==> config.mk <==
export PLATFORM = sky130hd
export DESIGN_NAME = ind_bus_bridge
export DESIGN_NICKNAME = d
export VERILOG_FILES = /design/src/rtl/ind_bus_bridge.sv
export SDC_FILE = /design/constraint.sdc
export NUM_CORES = 1
export LEC_CHECK = 0
export BUFFER_PORTS_ARGS = -buffer_cell sky130_fd_sc_hd__buf_2
export CAP_MARGIN = 20
export CORE_ASPECT_RATIO = 1.75
export CORE_MARGIN = 2
export CORE_UTILIZATION = 35
export DETAILED_ROUTE_END_ITERATION = 8
export HOLD_SLACK_MARGIN = 0.02
export PLACE_DENSITY = 0.66
export SLEW_MARGIN = 10
export SYNTH_ARGS = -nofsm -noshare
export SYNTH_HDL_FRONTEND = slang
export SYNTH_SLANG_ARGS = --single-unit
==> constraint.sdc <==
create_clock -name clk -period 3 [get_ports clk]
set_input_delay 0.45 -clock clk [delete_from_list [all_inputs] [get_ports clk]]
set_output_delay 0.45 -clock clk [all_outputs]
set_load 0.02 [all_outputs]
==> src/rtl/ind_bus_bridge.sv <==
module ind_bus_bridge #(
  parameter int AW = 32,
  parameter int DW = 32,
  parameter int SW = 4,
  parameter int RD_BIT = 48,
  parameter int SZ_LSB = 56,
  parameter int DONE_BIT = 11,
  parameter int RDAT_LSB = 26
) (
  input  logic          clk,
  input  logic          rst_n,
  input  logic          host_req,
  input  logic          host_we,
  input  logic [4:3]    host_addr,
  input  logic [63:0]   host_wdata,
  output logic [63:0]   host_rdata,
  output logic          bus_valid,
  output logic          bus_we,
  output logic [AW-1:0] bus_addr,
  output logic [SW-1:0] bus_size,
  output logic [DW-1:0] bus_wdata,
  input  logic          bus_ready,
  input  logic [DW-1:0] bus_rdata,
  input  logic          bus_err
);
  localparam logic [1:0] SEL_CMD = 2'd0, SEL_RST = 2'd1, SEL_RES = 2'd2, SEL_DAT = 2'd3;

  logic [DW-1:0] data_q;
  logic [63:0]   res_q;

  wire wr     = host_req && host_we;
  wire rd     = host_req && !host_we;
  wire launch = wr && host_addr == SEL_CMD && !bus_valid;
  wire finish = bus_valid && bus_ready;

  logic [63:0] done_word;
  always_comb begin
    done_word = 64'd0;
    done_word[DONE_BIT] = 1'b1;
    if (!bus_we)
      done_word[RDAT_LSB +: DW] = bus_err ? {DW{1'b1}} : bus_rdata;
  end

  always_ff @(posedge clk) begin
    if (!rst_n) begin
      bus_valid <= 1'b0;
      bus_we    <= 1'b0;
      bus_addr  <= '0;
      bus_size  <= '0;
      bus_wdata <= '0;
      data_q    <= '0;
      res_q     <= '0;
    end else begin
      if (wr && host_addr == SEL_DAT)
        data_q <= host_wdata[63:32];
      if (launch) begin
        bus_valid <= 1'b1;
        bus_we    <= !host_wdata[RD_BIT];
        bus_size  <= host_wdata[SZ_LSB +: SW];
        bus_addr  <= host_wdata[AW-1:0];
        bus_wdata <= data_q;
        res_q     <= '0;
      end else if (finish) begin
        bus_valid <= 1'b0;
        res_q     <= done_word;
      end else if (rd && host_addr == SEL_RES) begin
        res_q <= '0;
      end
    end
  end

  always_comb begin
    case (host_addr)
      SEL_RES: host_rdata = res_q;
      SEL_DAT: host_rdata = {data_q, 32'd0};
      default: host_rdata = 64'd0;
    endcase
  end

  a_r5_hold_request: assert property (@(posedge clk) disable iff (!rst_n)
    bus_valid && !bus_ready |=> bus_valid && $stable(bus_addr) && $stable(bus_size)
                                 && $stable(bus_we) && $stable(bus_wdata));

  a_r10_busy_result_zero: assert property (@(posedge clk) disable iff (!rst_n)
    bus_valid && rd && host_addr == SEL_RES |-> host_rdata == 64'd0);

  a_r1_ctl_reads_zero: assert property (@(posedge clk) disable iff (!rst_n)
    rd && (host_addr == SEL_CMD || host_addr == SEL_RST) |-> host_rdata == 64'd0);

  a_r8_write_done_only: assert property (@(posedge clk) disable iff (!rst_n)
    finish && bus_we |=> res_q == (64'd1 << DONE_BIT));

  a_r7_err_all_ones: assert property (@(posedge clk) disable iff (!rst_n)
    finish && !bus_we && bus_err |=> res_q[RDAT_LSB +: DW] == {DW{1'b1}} && res_q[DONE_BIT]);

  a_r9_read_clears: assert property (@(posedge clk) disable iff (!rst_n)
    rd && host_addr == SEL_RES && !finish |=> res_q == 64'd0);

  a_r2_launch_valid: assert property (@(posedge clk) disable iff (!rst_n)
    launch |=> bus_valid);
endmodule

Word-level counts from Yosys, hierarchy flattened

Cells that the tools add are included.

Bits in registers: 135
Input bits: 104
Output and inout bits: 134
Word-level logic and storage cells: 31

Equality and inequality tests: 2
Multiplexer cells: 7
Bitwise operators: 1
Reductions and logical operators: 14

Operator list:

| cell                                  | count |
|---|---|
| one-hot mux 64 bit (2 select lines)   | 1 |
| two-way mux 58 bit                    | 2 |
| two-way mux 32 bit                    | 2 |
| logical AND 1 bit                     | 7 |
| == test 2 bit (second input constant) | 2 |
| nonzero test 2 bit                    | 2 |
| zero test 1 bit                       | 3 |
| zero test 2 bit                       | 1 |
| two-way mux 1 bit                     | 2 |
| OR reduction 2 bit                    | 1 |
| NOT 1 bit                             | 1 |

Longest topological paths before layout

Word-level depth: 5
Depth in mapped cells: 6

Worst setup path after synthesis

No wires, ideal clock.

Kind: in2out
Start point: input host_addr[3] in the netlist's numbering
End point: output host_rdata[35]
Arrival: 1.306 ns
Slack: 1.244 ns
Cell stages on the path: 4
Path buffers: 2
Cell sequence: buf_4 > buf_2 > mux2i_1 > nor2b_1

Longest elaborated chain between the ends: 2

Ends and longest elaborated chain:

| item                                  | RTL line | text |
|---|---|---|
| start, declared                       | 14       | `input logic [4:3] host_addr,` |
| == test 2 bit                         | 73       | `case (host_addr)` |
| one-hot mux 64 bit (2 select lines) * | 73       |  |
| end, declared                         | 16       | `output logic [63:0] host_rdata,` |

Every way passes the cells marked *; elsewhere a longest branch is shown, timed or not.

Final worst setup path

Start point: input host_addr[3] in the netlist's numbering
End point: output host_rdata[52]

Same word-level chain as after synthesis.

==> results.py <==
metrics = {
    "global_routing": {
        "grt_max_degree": 123,
        "grt_pass1_wl_um": 25500,
        "grt_pass1_vias": 4874,
        "track_usage": 0.176,
        "antenna_found_initial": 3,
        "gr-total-overflow": 0,
    },
    "timing": {
        "period_minus_slack_ps": 2220,
        "rsz0062_at_grt": "false",
        "tns_ps": 0,
        "hold_violations": 0,
        "post-route-period-util": 0.738,
        "finalSetupViolCount": 0,
        "fmax_ghz": 0.451,
        "timing.slew.headroom": 0.520,
        "skew_ps": 10.7,
        "drv_slew": 0,
        "worst_pin_slew_ps": 721,
    },
    "detailed_routing": {
        "num_vias": 5303,
        "drc": 0,
        "dr.first_iter.drc_count": 256,
        "post_drt_wl_per_cell_um": 14.9,
        "antenna_left": 0,
        "drtPass1Iterations": 4,
        "vias_per_cell": 4.69,
        "drt-total-wl_um": 16800,
    },
    "yosys": {
        "synth.top_cell.area_share": 0.440,
        "ys.flop_type": "dfxtp_1",
        "seq_area_frac_synth": 0.440,
        "avgSynthCellArea_um2": 8.82,
        "ys_ff_latch": 135,
        "netlist_area_mm2": 0.00614,
        "synth_cell_types": 26,
        "syn-instance-count": 696,
        "yosysTopAreaCell": "dfxtp_1",
        "yosysWarnings": 0,
        "yosysMostFrequentCell": "nand2_1",
        "synth_edf_count": 0,
        "synth_area_leaders": "dfxtp_1 (44%), mux2i_1 (15%), nand2_1 (12%)",
        "synthArstFlopShare": 0,
        "yosys-top-cells-count": "nand2_1 (204), dfxtp_1 (135), mux2i_1 (95)",
    },
    "setup_path": {
        "path_cells": "buf_2 -> buf_16 -> mux2i_1 -> nor2b_1 -> buf_2",
        "crit_buf_inv": 3,
        "max_stage_delay_ps": 500,
        "crit_slowest_cell": "buf_2",
        "required_ps": 2550,
        "cpMostUsedCell": "buf_2",
        "cp_max_fo": 20,
        "worstSetupEndpointType": "output port",
        "critPathKind": "primary input to output port",
        "cp_top_family": "buffers and inverters",
        "start_kind": "primary input",
        "crit_arrival_ps": 1770,
    },
    "placed_design": {
        "hpwl_um": 11700,
        "placed_area_mm2": 0.00715,
        "gp_congestion": 0.813,
        "dp_cells": 1094,
        "port_buffers": 212,
    },
    "clock_tree": {
        "clk_latency_ps": 420,
        "root_buffer": "clkbuf_16",
        "holdBufCountCts": 0,
        "cts_tree": "yes",
        "cts_resized": 0,
        "path_clk_slew_ps": 70,
        "cts_sinks": 135,
        "ctsHtreeMaxLevel": 4,
        "cts_made_buffers": 17,
        "postCtsSetupRepairBufs": 0,
        "clockBufferDepth": 2,
    },
    "power_and_ir_drop": {
        "p_leak_nw": 3.33,
        "power_density_mw_per_mm2": 561,
        "finalPower_mw": 4.38,
        "irDropWorstVdd_mv": 0.293,
    },
    "min_path": {
        "min_path_type": "primary input to register",
    },
    "cells_and_area": {
        "multi_input_area_mm2": 0.00293,
        "fin_util": 0.451,
        "final_cell_area_mm2": 0.00781,
        "drive_above_1_share": 0.302,
        "regArea_mm2": 0.00270,
        "fillers": 1730,
        "fin_nets": 987,
        "syn2layout_area_growth_pct": 27.2,
        "final_cells": 1130,
    },
    "floorplanning": {
        "ios": 238,
        "initial_core_util": 0.355,
        "core.rowCount": 64,
        "core-area_mm2": 0.0173,
        "die_w_um": 104,
        "die_h_um": 179,
        "fp.dieArea_mm2": 0.0187,
    },
    "run": {
        "drv_cap": 0,
    },
    "outcome": {
        "outcome": "finished, final reports clean",
    },
}
[cell usage in the layout, fill, tap and decap left out, drive strengths merged]
master	synthesis	final
nand3	32	32
and2	7	7
mux2i	95	95
nor4	1	1
o21a	1	1
and3	6	6
and4	1	1
clkbuf	23	18
a21oi	33	33
bufinv	0	3
conb	1	25
buf	60	227
nor2b	28	28
nand4bb	1	1
dfxtp	135	135
nand2b	1	1
o21ai	32	32
and3b	1	1
nand2	204	204
a21boi	32	32
nand4	1	1
o41ai	1	1
clkinv	0	2
inv	0	7
diode	0	3
clkinvlp	0	2
[kinds of logic after synthesis]
family,count (synthesis),share of synthesized area
buffers and inverters,83,0.0974
and+or+nand+nor,283,0.203
DFF,135,0.440
muxes,95,0.155
AOI/OAI and AO/OA,99,0.104
other,1,0.000611
[registers in the layout, summed over array words and instances, names as in the netlist]
signal,cells
data_q,32
res_q,33
bus_valid,1
bus_we,1
bus_size,4
bus_wdata,32
bus_addr,32
[where the power goes]
part / internal (mW) / total [mW] / switching [mW] / leakage [nW]
registers: 1.82 / 1.84 / 0.0173 / 1.09
logic: 0.128 / 0.332 / 0.204 / 1.94
clock network: 1.35 / 2.21 / 0.859 / 0.299
[per-layer routing]
layer | share of wire | global-route usage | vias to the layer above
li1 | - | - | 2633
met1 | 0.41 | 0.195 | 2457
met2 | 0.52 | 0.311 | 180
met3 | 0.044 | 0.0393 | 33
met4 | 0.034 | 0.0997 | 0
met5 | 0 | 0 | -
[worst paths after layout]
| path | cells past startpoint | start | to | slack [ps] |
|---|---|---|---|---|
| setup / recovery | 5 | host_addr[3] | host_rdata[52] | 780 |
| hold / removal | 3 | host_wdata[45] | data_q[13]$_SDFFE_PN0P_ | 250 |
| setup reg to reg | 3 | bus_valid$_SDFFE_PN0P_ | bus_addr[15]$_SDFFE_PN0P_ | 1340 |
| hold reg to reg | 2 | bus_wdata[0]$_SDFFE_PN0P_ | bus_wdata[0]$_SDFFE_PN0P_ | 450 |
[cell type report]
| class | count | area share |
|---|---|---|
| clock buffer | 18 | 0.0562 |
| multi-input combinational | 502 | 0.375 |
| sequential | 135 | 0.346 |
| timing repair buffer | 227 | 0.161 |
| antenna | 3 | 0.000961 |
| tap | 231 | 0.0370 |
| clock inverter | 14 | 0.0236 |
[stage by stage]
stage               hold slack [ps]  setup slack, ps
global route                    248              617
global placement                440              593
CTS                             239              574
finish                          255              785
detailed placement              444              582
floorplan                       431             1240
[worst min-delay path, stage by stage]
cell      delay (ps)
buf_2             90
nand2_1           50
a21boi_1          50
Power figures use the tool's default switching activity.
